## src/rtl/ifr_pkg.sv

```systemverilog
package ifr_pkg;
  localparam int STAT_W = 3;
  localparam int KIND_W = 2;

  typedef enum logic [2:0] {S_IDLE, S_DATA, S_CRC, S_EOD, S_EOF} seq_state_t;
  typedef enum logic [KIND_W-1:0] {K_FIRST = 2'd0, K_DATA = 2'd1, K_CRC = 2'd2, K_EOD = 2'd3} req_kind_t;
  typedef enum logic [STAT_W-1:0] {
    ST_NONE = 3'd0, ST_EMPTY = 3'd1, ST_UNDER = 3'd2, ST_ARB = 3'd3, ST_ERR = 3'd4
  } stat_code_t;
endpackage

```

## src/rtl/ifr_crc_acc.sv

```systemverilog
module ifr_crc_acc #(
  parameter int W = 8,
  parameter logic [W-1:0] POLY = 'h1D,
  parameter logic [W-1:0] INIT = 'hFF
) (
  input  logic         clk,
  input  logic         rst,
  input  logic         start,
  input  logic         step,
  input  logic [W-1:0] din,
  output logic [W-1:0] crc_q
);
  function automatic logic [W-1:0] fold(input logic [W-1:0] c, input logic [W-1:0] d);
    logic [W-1:0] r;
    logic fb;
    r = c;
    for (int b = W - 1; b >= 0; b--) begin
      fb = r[W-1] ^ d[b];
      r  = {r[W-2:0], 1'b0};
      if (fb) r = r ^ POLY;
    end
    return r;
  endfunction

  always_ff @(posedge clk) begin
    if (rst)        crc_q <= INIT;
    else if (start) crc_q <= fold(INIT, din);
    else if (step)  crc_q <= fold(crc_q, din);
  end
endmodule

```

## src/rtl/ifr_stat_enc.sv

```systemverilog
module ifr_stat_enc
  import ifr_pkg::*;
(
  input  logic              clk,
  input  logic              rst,
  input  logic              err_f,
  input  logic              arb_f,
  input  logic              und_f,
  input  logic              empty_f,
  output logic [STAT_W-1:0] code
);
  stat_code_t c;
  always_comb begin
    if (err_f)        c = ST_ERR;
    else if (arb_f)   c = ST_ARB;
    else if (und_f)   c = ST_UNDER;
    else if (empty_f) c = ST_EMPTY;
    else              c = ST_NONE;
  end
  assign code = c;


  exc_onehot_chk: assert property (@(posedge clk) disable iff (rst) $onehot0({err_f, arb_f, und_f}))
    else $error("exception flags not one-hot");
endmodule

```

## src/rtl/ifr_tx_seq.sv

```systemverilog
module ifr_tx_seq
  import ifr_pkg::*;
#(
  parameter int BYTE_W = 8,
  parameter logic [BYTE_W-1:0] CRC_POLY = 'h1D,
  parameter logic [BYTE_W-1:0] CRC_INIT = 'hFF
) (
  input  logic              clk,
  input  logic              rst,
  input  logic              host_wr,
  input  logic [BYTE_W-1:0] host_wdata,
  input  logic              arm_crc_set,
  input  logic              arm_nocrc_set,
  input  logic              eod_set,
  output logic [STAT_W-1:0] status,
  output logic [2:0]        ctl_bits,
  input  logic              bus_eod_rx,
  input  logic              bus_other_ifr,
  input  logic              bus_rx_err,
  input  logic              bus_arb_lost,
  input  logic              bus_sym_err,
  input  logic              bus_done,
  input  logic              bus_eof,
  output logic              tx_req,
  output logic [KIND_W-1:0] tx_kind,
  output logic [BYTE_W-1:0] tx_data,
  output logic              tx_abort,
  output logic              rsp_done
);
  seq_state_t        state;
  logic [BYTE_W-1:0] dreg, crc_q;
  logic dfull, arm_crc, arm_nocrc, eod_f, empty_f, err_f, arb_f, und_f;
  logic armed, active, abort, disarm, fire, take_first, take_next;

  assign armed      = arm_crc | arm_nocrc;
  assign active     = (state == S_DATA) || (state == S_CRC) || (state == S_EOD);
  assign abort      = active && (bus_arb_lost || bus_sym_err);
  assign disarm     = (state == S_IDLE) && armed && (bus_other_ifr || bus_rx_err);
  assign fire       = (state == S_IDLE) && armed && !disarm && bus_eod_rx;
  assign take_first = fire && dfull;
  assign take_next  = (state == S_DATA) && bus_done && dfull && !abort;
  assign ctl_bits   = {eod_f, arm_nocrc, arm_crc};

  ifr_crc_acc #(.W(BYTE_W), .POLY(CRC_POLY), .INIT(CRC_INIT)) i_crc (
    .clk(clk), .rst(rst), .start(take_first), .step(take_next), .din(dreg), .crc_q(crc_q)
  );

  ifr_stat_enc i_stat (
    .clk(clk), .rst(rst), .err_f(err_f), .arb_f(arb_f), .und_f(und_f),
    .empty_f(empty_f), .code(status)
  );

  always_ff @(posedge clk) begin
    if (rst) begin
      state <= S_IDLE; dreg <= '0; dfull <= 1'b0;
      arm_crc <= 1'b0; arm_nocrc <= 1'b0; eod_f <= 1'b0;
      empty_f <= 1'b0; err_f <= 1'b0; arb_f <= 1'b0; und_f <= 1'b0;
      tx_req <= 1'b0; tx_kind <= K_FIRST; tx_data <= '0;
      tx_abort <= 1'b0; rsp_done <= 1'b0;
    end else begin
      tx_req   <= 1'b0;
      tx_abort <= 1'b0;
      rsp_done <= 1'b0;
      if (host_wr) begin
        dreg <= host_wdata; dfull <= 1'b1; empty_f <= 1'b0;
      end
      case (state)
        S_IDLE: begin
          if (disarm) begin
            arm_crc <= 1'b0; arm_nocrc <= 1'b0; eod_f <= 1'b0;
          end else if (arm_crc_set || arm_nocrc_set) begin
            arm_crc <= arm_crc_set; arm_nocrc <= !arm_crc_set; eod_f <= eod_set;
            err_f <= 1'b0; arb_f <= 1'b0; und_f <= 1'b0;
          end else if (eod_set && armed) begin
            eod_f <= 1'b1;
          end
          if (fire) begin
            if (dfull) begin
              tx_req <= 1'b1; tx_kind <= K_FIRST; tx_data <= dreg;
              dfull <= host_wr; empty_f <= !host_wr && !eod_f;
              state <= S_DATA;
            end else begin
              und_f <= 1'b1; err_f <= 1'b0; arb_f <= 1'b0;
              arm_crc <= 1'b0; arm_nocrc <= 1'b0; eod_f <= 1'b0;
            end
          end
        end
        S_DATA: begin
          if (eod_set) begin
            eod_f <= 1'b1; empty_f <= 1'b0;
          end
          if (bus_done) begin
            if (dfull) begin
              tx_req <= 1'b1; tx_kind <= K_DATA; tx_data <= dreg;
              dfull <= host_wr; empty_f <= !host_wr && !eod_f && !eod_set;
            end else if (eod_f) begin
              tx_req <= 1'b1;
              if (arm_crc) begin
                tx_kind <= K_CRC; tx_data <= ~crc_q; state <= S_CRC;
              end else begin
                tx_kind <= K_EOD; tx_data <= '0; state <= S_EOD;
              end
            end else begin
              und_f <= 1'b1; err_f <= 1'b0; arb_f <= 1'b0; tx_abort <= 1'b1;
              arm_crc <= 1'b0; arm_nocrc <= 1'b0; eod_f <= 1'b0; empty_f <= 1'b0;
              state <= S_IDLE;
            end
          end
        end
        S_CRC: if (bus_done) begin
          tx_req <= 1'b1; tx_kind <= K_EOD; tx_data <= '0; state <= S_EOD;
        end
        S_EOD: if (bus_done) state <= S_EOF;
        S_EOF: if (bus_eof) begin
          rsp_done <= 1'b1; empty_f <= 1'b0;
          arm_crc <= 1'b0; arm_nocrc <= 1'b0; eod_f <= 1'b0;
          state <= S_IDLE;
        end
        default: state <= S_IDLE;
      endcase
      if (abort) begin
        arm_crc <= 1'b0; arm_nocrc <= 1'b0; eod_f <= 1'b0;
        empty_f <= 1'b0; dfull <= 1'b0; tx_req <= 1'b0; tx_abort <= 1'b1;
        err_f <= bus_sym_err; arb_f <= !bus_sym_err; und_f <= 1'b0;
        state <= S_IDLE;
      end
    end
  end


  arm_excl_chk: assert property (@(posedge clk) disable iff (rst) !(arm_crc && arm_nocrc))
    else $error("both variants armed");

  start_on_eod_chk: assert property (@(posedge clk) disable iff (rst)
    (tx_req && tx_kind == K_FIRST) |-> $past(bus_eod_rx))
    else $error("response started without end-of-data");

  crc_variant_chk: assert property (@(posedge clk) disable iff (rst)
    (tx_req && tx_kind == K_CRC) |-> arm_crc)
    else $error("CRC sent for no-CRC variant");

  abort_clear_chk: assert property (@(posedge clk) disable iff (rst)
    abort |=> (ctl_bits == 3'b000 && !tx_req && tx_abort))
    else $error("abort left control bits or request");

  done_pulse_chk: assert property (@(posedge clk) disable iff (rst) rsp_done |=> !rsp_done)
    else $error("completion pulse longer than a cycle");
endmodule

```

## config.mk

```make
export PLATFORM = sky130hd
export DESIGN_NAME = ifr_tx_seq
export DESIGN_NICKNAME = d
export VERILOG_FILES = /design/src/rtl/ifr_pkg.sv /design/src/rtl/ifr_crc_acc.sv /design/src/rtl/ifr_stat_enc.sv /design/src/rtl/ifr_tx_seq.sv
export SDC_FILE = /design/constraint.sdc
export NUM_CORES = 1
export LEC_CHECK = 0
export ABC_AREA = 1
export BUFFER_PORTS_ARGS = -buffer_cell sky130_fd_sc_hd__buf_4
export CORE_ASPECT_RATIO = 1.2
export CORE_MARGIN = 5
export CORE_UTILIZATION = 54
export CTS_BUF_LIST = sky130_fd_sc_hd__clkbuf_8
export DETAILED_ROUTE_END_ITERATION = 16
export PLACE_DENSITY = 0.81
export SYNTH_ARGS = -nofsm -noshare
export SYNTH_HDL_FRONTEND = slang
export SYNTH_SLANG_ARGS = --single-unit
```

## constraint.sdc

```tcl
create_clock -name clk -period 3.9 [get_ports clk]
set_input_delay 0.78 -clock clk [delete_from_list [all_inputs] [get_ports clk]]
set_output_delay 0.78 -clock clk [all_outputs]
set_load 0.1 [all_outputs]
```

; ---- Word level (Yosys, flattened, before mapping)
; Index checks and enable logic that the tools add are counted.
[word_totals]
word_cells = 257
out_inout_bits = 19
reg_bits = 40
[classes]
muxes = 154
bitwise_logic = 33
n_eq_ne = 16
n_reduce_logical = 38
[op_table]
columns = cell, n
row1 = 8-bit 2-to-1 mux, 44
row2 = 5-bit 2-to-1 mux, 16
row3 = 1-bit 2-to-1 mux, 65
row4 = 4-bit inverter, 15
row5 = 3-bit 2-to-1 mux, 11
row6 = 8-bit one-hot mux with 3 select lines, 1
row7 = 2-bit != test (second input constant), 8
row8 = 1-bit one-hot mux with 3 select lines, 5
row9 = 3-bit one-hot mux with 5 select lines, 1
row10 = 1-bit XOR, 15
row11 = 1-bit logical AND, 12
row12 = 2-bit 2-to-1 mux, 6
row13 = 3-bit != test (second input constant), 4
row14 = 3-bit nonzero test, 3
row15 = 8-bit inverter, 1
row16 = 1-bit one-hot mux with 2 select lines, 4
row17 = 4-bit AND reduction, 2
row18 = 1-bit logical NOT, 7
row19 = 7-bit AND reduction, 1
row20 = 3-bit by 2-bit == test with 1-bit output (second input constant), 2
row21 = 2-bit one-hot mux with 3 select lines, 1
row22 = 6-bit AND reduction, 1
row23 = 1-bit logical OR, 5
row24 = 5-bit AND reduction, 1
row25 = 8 further kinds, 10

; ---- Depth between registers and ports, before layout
; Gate-level depths: netlist of the first run.
[logic_depth]
ltp_word = 43
ltp_mapped = 15
mapped_depth_nobuf = 15

; ---- Modules after synthesis
; Synthesis of the first run repeated with hierarchy kept, for this count alone.
[hier_totals]
hier_cells = 457
area_unflattened_um2 = 2947.8
[modules_own_cells]
columns = module, instances, cells_each, area_each_um2
row1 = ifr_tx_seq, 1, 237, 1627.8
row2 = ifr_crc_acc, 1, 214, 1285.0
row3 = ifr_stat_enc, 1, 6, 35.0

; ---- Least setup slack after synthesis of the first run
; OpenSTA, ideal clock, no wires.
[synth_timing]
path_kind = flip-flop to output port
from = reg arb_f
to = out status[0]
t_required_ns = 3.120
path_stages_with_launch = 3
setup_slack_ns = 1.268
arrival_ns = 1.852
path_buffers = 0
path_cell_list = dfxtp_1 -> inv_1 -> a21oi_1
[synth_via]
elab_chain_len = 2
[synth_lines]
columns = element, line
row1 = from (decl), ifr_tx_seq.sv:32  ; logic dfull, arm_crc, arm_nocrc, eod_f, empty_f, err_f, arb_f, und_f;
row2 = from (signal assigned), ifr_tx_seq.sv:57  ; empty_f <= 1'b0; err_f <= 1'b0; arb_f <= 1'b0; und_f <= 1'b0;
row3 = from (signal assigned), ifr_tx_seq.sv:73  ; err_f <= 1'b0; arb_f <= 1'b0; und_f <= 1'b0;
row4 = from (signal assigned), ifr_tx_seq.sv:83  ; und_f <= 1'b1; err_f <= 1'b0; arb_f <= 1'b0;
row5 = 3-bit 2-to-1 mux, ifr_stat_enc.sv:15  ; else if (arb_f) c = ST_ARB;
row6 = 3-bit 2-to-1 mux, ifr_stat_enc.sv:14  ; if (err_f) c = ST_ERR;
row7 = to (decl), ifr_tx_seq.sv:15  ; output logic [STAT_W-1:0] status,
; No other way between the ends.

; ---- Worst setup path in the final report of the first run
[layout_timing]
from = reg arb_f
to = out status[1]
; The elaborated chain is that of the path after synthesis.

==> results, run 1 <==
- The run finished with clean final reports.
- Data on the critical path arrives at its endpoint at 1.18 ns.
- Of the total power, the share spent switching nets is 0.348.
- The global-route wire length before repair is 11800 um.
- The final-stage net count is 467.
- The final global-route overflow total is 0.
- Summed over all failing endpoints, the final setup total negative slack is 0 ns.
- The hold path depth is 2.
- In the post-synthesis netlist, the biggest area contributors are sky130_fd_sc_hd__dfxtp_1, sky130_fd_sc_hd__nand2_1, sky130_fd_sc_hd__inv_1.
- Excluding fillers, the count of instances in the completed layout stands at slightly above 500.
- The worst path required time is 3.12 ns.
- The clock share of power is 0.315.
- The biggest area contributor in the post-synthesis netlist is sky130_fd_sc_hd__dfxtp_1.
- The total setup violations reported at the end of the flow is 0.
- The setup path with the least slack is of type reg2out.
- The fraction of layout cells with a size suffix above 1 is 0.168.
- Entering global routing, the biggest net connects 26 pins.
- Hold is met by roughly 0.47 ns.
- After layout, the minimum clock period comes to 1.96 ns.
- For hold timing, the worst endpoint is und_f.
- Headroom to the max-slew limit came out at 0.588.
- The count of input and output buffers is 39.
- Setup repair after global routing left no endpoint under its margin.
- The number of post-CTS setup repair buffers is 0.
- The total iterations of the first detailed-routing run is 5.
- In this run the remaining antenna-violating nets after routing total 0.
- The largest incremental delay on the critical path is 0.37 ns.
- TritonCTS built the clock tree.
- The top cell type's share of synthesized area is 0.300.
- The detailed-route DRC error count is 0.
- The routed design has approximately 7000 um of wire.
- The worst setup slack after layout is 1.94 ns.
- In this run the worst setup path begins at arb_f.
- The initial antenna violation count is 0.
- The repair_antennas step left the layout with diodes totalling 0.
- Compared with the post-synthesis result, the final layout area differs by 15.4%.
- Of the total power, combinational logic draws 0.286.
- The die boundary height is a little under 90 um.
- For this run, global-route usage on met2 was measured as 0.387.
- The floorplan has 28 rows.
- The maximum operating frequency is 511 MHz.
- The static leakage is 0.00153 uW.
- Detailed placement finished with a half-perimeter wire length of approximately 5400 um.
- The worst-path cell with the longest stage delay is sky130_fd_sc_hd__dfxtp_1.
- The count of hold-fix buffers inserted at cts is 0.
- The share of total power dissipated in sequential elements is 0.399.
- The number of hold-slack violations in the final timing report is 0.
- After synthesis, the mean cell area works out to 6.50 um2.
- Traced cell by cell, the critical path runs through inv_1 > a21oi_1 > buf_4.
- The worst reg-to-reg setup slack is 2.00 ns.
- The largest vdd supply drop is 0.365 mV.
- The number of DRC markers in iteration 0 is 138.
- The H-tree generated during clock tree synthesis spans 2 levels.
- The share of the core filled with cells in the final layout is 0.633.
- The via count of the first global-routing pass is 2608.
- In this run the deepest clock path goes through 2 buffers.
- Of the available clock period, the critical path in the final layout requires 0.502.
- The insertion delay to the later sink of the worst-skew pair is 0.30 ns.
- The path class of the tightest hold or removal check is reg2reg.
- STA classifies the critical path startpoint as a register.
- The post-synthesis instance area is 0.00267 mm2.
- The master cell of the clock root buffer is sky130_fd_sc_hd__clkbuf_8.
- In this run the standard cell core region covers slightly below 0.005 mm2.
- The final route contains approximately 2800 vias.
- The clock net in this run drives a total of 40 sinks.
- In the global route stage, overall resource usage came out at 0.233.
- Once the clock tree was built, the resizer swapped 0 gates to a different size.
- Pin placement for this block handled 40 I/O pins.
- The worst register-to-register path has a depth of 13.
- After global routing, the most crowded layer is met2.
- In this run the critical register-to-register path is launched from dreg[7].
- For this run, global-route usage on met3 was measured as 0.0427.
- The floorplan die area is 0.00646 mm2.
- Measured along the x axis, the die boundary spans 74.2 um.
- The number of clock buffers inserted by TritonCTS is 5.
- The average wire per cell in the routed design is 13.4 um.
- In this run the most critical hold path is launched from und_f.
- For this run, global-route usage on met1 was measured as 0.291.
- In this run the worst path has a maximum fanout of 3.
- Yosys mapped the design onto 39 distinct sky130hd cell types.
- The final estimated routing congestion in global placement is 0.948.
- The critical path capture point type is an output port.
- The clock transition at the register clock pins on the worst setup and hold paths after CTS is approximately 0.07 ns.
- The initial utilization of the core area, before any placement, comes to 0.548.
- In this run the critical register-to-register path is captured at i_crc.crc_q[4].
- The worst slack at placement is between 1.5 and 2 ns.
- The number of vias per cell is 5.43.
- The post-synth net total is approximately 430.
- The internal power summed over all cells is 722 uW.
- The sequential cell area fraction in the yosys report is 0.300.
- The switching power of the nets is 386 uW.
- The number of storage elements in the synthesis netlist is 40.
- The max-slew violation total from the final report came to 0.
- The number of placed instances, taps included, is about 500.
- Clock skew on the completed layout was measured at 0.0101 ns.
- The synthesized instance count is 411.
- The tool flagged a number of max-cap violations equal to 0.
- The power density normalized to cell area is 360 mW/mm2.
- Yosys printed 0 warnings.
- The transition at the pin with the smallest max-transition slack is 0.617 ns.
[cells by family after synthesis]
kind of cell,synth area share
and+or+nand+nor,0.323
DFF,0.300
AOI/OAI and AO/OA,0.176
buffers and inverters,0.107
xor gates and xnor gates,0.0937
[layout make-up]
type / instances / area [um2]
Tap cell: 60 / 75.1
Clock inverter: 3 / 47.5
Inverter: 57 / 214
Multi-Input combinational cell: 303 / 1580
Timing Repair Buffer: 39 / 293
Sequential cell: 40 / 801
Clock buffer: 5 / 68.8
Fill cell: 459 / 1790
[cells in the mapped netlist]
| library cell | count |
|---|---|
| sky130_fd_sc_hd__nand3_1 | 30 |
| sky130_fd_sc_hd__buf_6 | 1 |
| sky130_fd_sc_hd__nand2_8 | 1 |
| sky130_fd_sc_hd__a31oi_1 | 1 |
| sky130_fd_sc_hd__a21oi_2 | 2 |
| sky130_fd_sc_hd__inv_2 | 7 |
| sky130_fd_sc_hd__xnor2_2 | 2 |
| sky130_fd_sc_hd__a211oi_1 | 2 |
| sky130_fd_sc_hd__xnor2_1 | 12 |
| sky130_fd_sc_hd__or2_1 | 2 |
| sky130_fd_sc_hd__nor4_1 | 1 |
| sky130_fd_sc_hd__o22ai_1 | 9 |
| sky130_fd_sc_hd__buf_4 | 6 |
| sky130_fd_sc_hd__o21ai_2 | 3 |
| sky130_fd_sc_hd__nand2_2 | 6 |
| sky130_fd_sc_hd__o32ai_1 | 1 |
| sky130_fd_sc_hd__dfxtp_1 | 40 |
| sky130_fd_sc_hd__nor3_1 | 4 |
| sky130_fd_sc_hd__nor3_2 | 1 |
| sky130_fd_sc_hd__nand3b_1 | 1 |
| sky130_fd_sc_hd__a21oi_1 | 26 |
| sky130_fd_sc_hd__nand4_1 | 3 |
| sky130_fd_sc_hd__o21ai_0 | 27 |
| sky130_fd_sc_hd__nand2_4 | 1 |
| sky130_fd_sc_hd__nor2_1 | 38 |
| sky130_fd_sc_hd__xor2_1 | 11 |
| sky130_fd_sc_hd__inv_1 | 49 |
| sky130_fd_sc_hd__nor2_2 | 2 |
| sky130_fd_sc_hd__o21ai_1 | 2 |
| sky130_fd_sc_hd__xor2_2 | 1 |
| sky130_fd_sc_hd__clkinv_1 | 1 |
| sky130_fd_sc_hd__a22oi_1 | 1 |
| sky130_fd_sc_hd__o211ai_1 | 3 |
| sky130_fd_sc_hd__nor2_4 | 2 |
| sky130_fd_sc_hd__o2111ai_1 | 3 |
| sky130_fd_sc_hd__o221ai_1 | 1 |
| sky130_fd_sc_hd__buf_2 | 1 |
| sky130_fd_sc_hd__nand2_1 | 104 |
| sky130_fd_sc_hd__clkbuf_1 | 3 |
[power groups by stage]
stage / registers [uW] / clock network [uW] / logic, uW
after global placement: 450 / 0 / 309
after global routing: 445 / 369 / 354
after detailed placement: 451 / 0 / 313
after CTS: 442 / 354 / 314
after floorplan: 460 / 0 / 236
final: 442 / 349 / 317
[cell usage in the layout, fill, tap and decap left out, types with 2 or more instances in the layout]
cell                        Yosys  final
sky130_fd_sc_hd__nand2_1      104    104
sky130_fd_sc_hd__inv_1         49     49
sky130_fd_sc_hd__dfxtp_1       40     40
sky130_fd_sc_hd__buf_4          6     39
sky130_fd_sc_hd__nor2_1        38     38
sky130_fd_sc_hd__nand3_1       30     30
sky130_fd_sc_hd__o21ai_0       27     27
sky130_fd_sc_hd__a21oi_1       26     26
sky130_fd_sc_hd__xnor2_1       12     12
sky130_fd_sc_hd__xor2_1        11     11
sky130_fd_sc_hd__o22ai_1        9      9
sky130_fd_sc_hd__inv_2          7      7
sky130_fd_sc_hd__nand2_2        6      6
sky130_fd_sc_hd__clkbuf_8       0      5
sky130_fd_sc_hd__nor3_1         4      4
sky130_fd_sc_hd__o21ai_2        3      3
sky130_fd_sc_hd__o2111ai_1      3      3
sky130_fd_sc_hd__o211ai_1       3      3
sky130_fd_sc_hd__nand4_1        3      3
sky130_fd_sc_hd__xnor2_2        2      2
sky130_fd_sc_hd__nor2_4         2      2
sky130_fd_sc_hd__nor2_2         2      2
sky130_fd_sc_hd__a21oi_2        2      2
sky130_fd_sc_hd__or2_1          2      2
sky130_fd_sc_hd__o21ai_1        2      2
sky130_fd_sc_hd__a211oi_1       2      2
sky130_fd_sc_hd__clkinv_4       0      2
[how the worst max path moves through the flow]
stage | end | cells past startpoint | slack, ns
2_1_floorplan | status[0] | 2 | 1.27
3_3_place_gp | i_crc.crc_q[3] | 11 | 1.79
3_5_place_dp | i_crc.crc_q[3] | 11 | 1.73
4_1_cts | status[1] | 3 | 1.94
5_1_grt | i_crc.crc_q[4] | 13 | 1.82
6_report | status[1] | 3 | 1.94
[state kept, by name (all words and copies together) (netlist names), 2 cells and up]
register and count:
tx_kind 2, tx_data 8, state 3, dreg 8
i_crc.crc_q 8
[layer usage]
metal / up-vias / part of all wire
li1: 1396 / -
met1: 1229 / 0.43
met2: 106 / 0.48
met3: 22 / 0.061
met4: 0 / 0.026
met5: - / 0
[worst max-delay path, delay by kind of cell, from the launching register on]
kind	cells	cell delay [ns]
buf+inv	2	0.37
flops	1	0.37
compound gates	1	0.14
[metrics by stage]
stage          power, uW  instance area [um2]
6_report            1110                 3080
5_1_grt             1170                 3080
4_1_cts             1110                 3080
3_5_place_dp         764                 2970
3_3_place_gp         759                 2970
2_1_floorplan        696                 2670
(Power assumes the default switching activity.)
==> run 2, diff against run 1 <==
==> constraint.sdc (replaced) <==
create_clock -name clk -period 1.9 [get_ports clk]
set_input_delay 0.38 -clock clk [delete_from_list [all_inputs] [get_ports clk]]
set_output_delay 0.38 -clock clk [all_outputs]
set_load 0.1 [all_outputs]
==> results, run 2 (same netlist as run 1, synthesis figures left out) <==
- In the layout the commonest cells are sky130_fd_sc_hd__nand2_1, sky130_fd_sc_hd__inv_1, sky130_fd_sc_hd__buf_4.
- Of all nets on the critical path, the largest fanout is 12.
- The worst-case reg-to-reg path depth is 10.
- The library cell used most frequently in the layout, excluding fill and tap cells, is sky130_fd_sc_hd__nand2_1.
- Before antenna repair, the detailed router went through 5 iterations.
- The initial antenna violation count came to 0.
- The area of the core region is 0.00487 mm2.
- The x dimension of the die is 74.2 um.
- For the worst setup path, the data required time is 2.10 ns.
- The max-slew violation total from the final report is 0.
- The relative slew slack is 0.586.
- Counting instances, the worst hold path has a depth of 2.
- The first routing iteration left 153 violations.
- The most numerous cell type found on the critical path is sky130_fd_sc_hd__nand2_2.
- The type of element launching the critical path is a register.
- The worst setup path is captured at a register.
- Of the cells placed in the final design, the portion with a size suffix greater than 1 is 0.185.
- The clock drives 40 sinks.
- The class of the tightest hold or removal check is in2reg.
- The number of hold-slack violations in the final timing report is 0.
- The count of antenna diodes in the layout is 0.
- The final worst clock skew is 0.0128 ns.
- The H-tree depth is 2.
- The run finished with clean final reports.
- In this run the power spent charging and discharging nets is just under 800 uW.
- The overall global routing resource usage is 0.224.
- The insertion delay to the later sink of the worst-skew pair is 0.30 ns.
- Using the TritonRoute via totals, the vias-per-cell ratio works out to 5.29.
- TritonCTS built the clock tree.
- The number of post-CTS setup repair buffers is 0.
- Of the total power, combinational logic draws 0.303.
- The largest single stage delay on the critical path is 0.39 ns.
- The worst hold path terminates at tx_kind[1].
- The source of the worst hold timing path is rst.
- The maximum operating frequency is 586 MHz.
- The first global-routing pass estimated about 11000 um of wire.
- The worst reg2reg path endpoint is tx_data[5].
- Row generation in the floorplan step produced 28 rows.
- Setup repair after global routing left no endpoint under its margin.
- The worst-case IR drop observed on VDD is ~0.6 mV.
- The number of placed instances, taps included, is just over 500.
- The clock period could shrink to 1.71 ns.
- The switching part of the total is 0.359.
- The number of logic stages on the critical path including buffering is 10.
- The startpoint identified for the worst register-to-register timing path is state[0].
- The static leakage is roughly 0.0016 uW.
- The via count of the first global-routing pass came to between 2000 and 3000.
- For this configuration, the core starts out at a cell density of 0.548.
- Entering global routing, the biggest net connects 25 pins.
- During I/O placement, the number of pins put on the boundary was 40.
- The average wire per cell in the routed design is 13.1 um.
- The die boundary height is 87.0 um.
- The internal portion of the total power is 1390 uW.
- The sequential cell area in the final layout is 803 um2.
- The post-CTS resize count is 0.
- The number of maximum-capacitance violations is 0.
- Dividing the final minimum period by the clock period gives 0.898.
- The critical path goes through nor2_4 > nand2_2 > nor2_2 > inv_2 > nor2_4 > nand2_2 > nand2_2 > inv_2 > nor2_1 > nor2_1.
- The transition at the pin with the smallest max-transition slack is a little over 0.6 ns.
- The cell family contributing the most delay on the critical path is simple AND/OR/NAND/NOR gates.
- The count of hold-fix buffers inserted at cts is 0.
- In the routed design, unresolved DRC markers number 0.
- Summed over all failing endpoints, the final setup total negative slack is 0 ns.
- By startpoint and endpoint, the worst setup path is classified as reg2reg.
- The total power consumption of the routed design is roughly 2200 uW.
- Of the total power, the clock network draws 0.281.
- The die covers 0.00646 mm2.
- The final-stage net count is around 470.
- The sum of net half-perimeters after detailed placement is 5230 um.
- In this run, CTS created clock tree buffers numbering 5.
- The maximum clock insertion buffer count is 2.
- The number of fill cells in the layout is 466.
- The final estimated routing congestion in global placement is 0.890.
- The master cell of the clock root buffer is sky130_fd_sc_hd__clkbuf_8.
- Summed over all layers, the routed wires come to 6710 um.
- The largest registers in the layout are dreg: 8 flops, i_crc.crc_q: 8 flops, tx_data: 8 flops.
- The number of antenna-violating nets in the routed design is 0.
- The clock transition at the register clock pins on the worst setup and hold paths after CTS is 0.08 ns.
- Summing all multi-input logic gate instances after layout gives roughly 0.0016 mm2.
- The proportion of power drawn by flip-flops and latches is 0.416.
- The data arrival at the endpoint of the critical path is 1.90 ns.
- The count of input and output buffers is 39.
- The via count is 2720.
- The slowest stage of the critical path is the sky130_fd_sc_hd__dfxtp_1 cell.
- Excluding fillers, the count of instances in the completed layout stands at 514.
- The worst reg-to-reg setup slack is 0.19 ns.
- For this design the ratio of total power to cell area is between 600 and 700 mW/mm2.
- From synthesis to final layout, the design area changed by 16.8%.
- The number of buffer and inverter stages on the critical path is 2.
- The final global-route overflow total is 0.
- Setup violations remaining at the end of the flow were counted as 0.
==> run 2: changes by cell type in the layout (fill, tap and decap cells not counted) <==
cell,previous run,this run
sky130_fd_sc_hd__bufinv_16,1,0
sky130_fd_sc_hd__clkinv_4,2,0
sky130_fd_sc_hd__dfxtp_1,40,38
sky130_fd_sc_hd__buf_4,39,46
sky130_fd_sc_hd__clkinvlp_4,0,2
sky130_fd_sc_hd__clkbuf_8,5,6
sky130_fd_sc_hd__dfxtp_2,0,2
==> run 2: area by class of cell <==
type                            instances  share of cell area
Inverter                               57              0.0686
Multi-Input combinational cell        303               0.508
Clock inverter                          2             0.00482
Tap cell                               60              0.0241
Timing Repair Buffer                   46               0.111
Clock buffer                            6              0.0265
Sequential cell                        40               0.258
==> run 2: worst register-to-register path, cell delays in order, from the launching register on <==
cell and delay, ns:
sky130_fd_sc_hd__dfxtp_1 0.39, sky130_fd_sc_hd__nor2_4 0.17, sky130_fd_sc_hd__nand2_2 0.11, sky130_fd_sc_hd__nor2_2 0.11, sky130_fd_sc_hd__inv_2 0.06, sky130_fd_sc_hd__nor2_4 0.11
sky130_fd_sc_hd__nand2_2 0.14, sky130_fd_sc_hd__nand2_2 0.22, sky130_fd_sc_hd__inv_2 0.13, sky130_fd_sc_hd__nor2_1 0.12, sky130_fd_sc_hd__nor2_1 0.06
==> run 2: through the flow <==
step                setup slack [ns]  cell area [um2]   util  hold WS [ns]
detailed placement             0.179             3020  0.620         0.462
global placement               0.194             3020  0.620         0.454
CTS                            0.159             3120  0.640         0.309
floorplan                     -0.332             2670      -         0.440
finish                         0.194             3120  0.640         0.317
global route                  0.0126             3120  0.640         0.317
==> run 2: worst max-delay path by stage <==
| stage | start | endpoint | slack (ns) |
|---|---|---|---|
| 2_1_floorplan | arb_f | status[0] | -0.33 |
| 3_3_place_gp | state[0] | i_crc.crc_q[3] | 0.19 |
| 3_5_place_dp | state[0] | i_crc.crc_q[3] | 0.18 |
| 4_1_cts | state[0] | i_crc.crc_q[2] | 0.16 |
| 5_1_grt | state[0] | i_crc.crc_q[3] | 0.01 |
| 6_report | state[0] | tx_data[5] | 0.19 |
==> run 2: layer usage <==
metal  routed length, um  vias up  track usage  share of wire
met5                   0        -            0              0
met4                  71        0       0.0725          0.011
met3                 333        8       0.0404          0.050
met2                3280       72        0.378           0.49
met1                3020     1225        0.286           0.45
li1                    -     1415            -              -
==> run 2: power by group through the flow <==
stage	clock (uW)	combinational [uW]	sequential, uW
finish	610	659	904
global route	654	738	908
CTS	613	656	903
detailed placement	0	652	922
global placement	0	644	921
floorplan	0	484	945
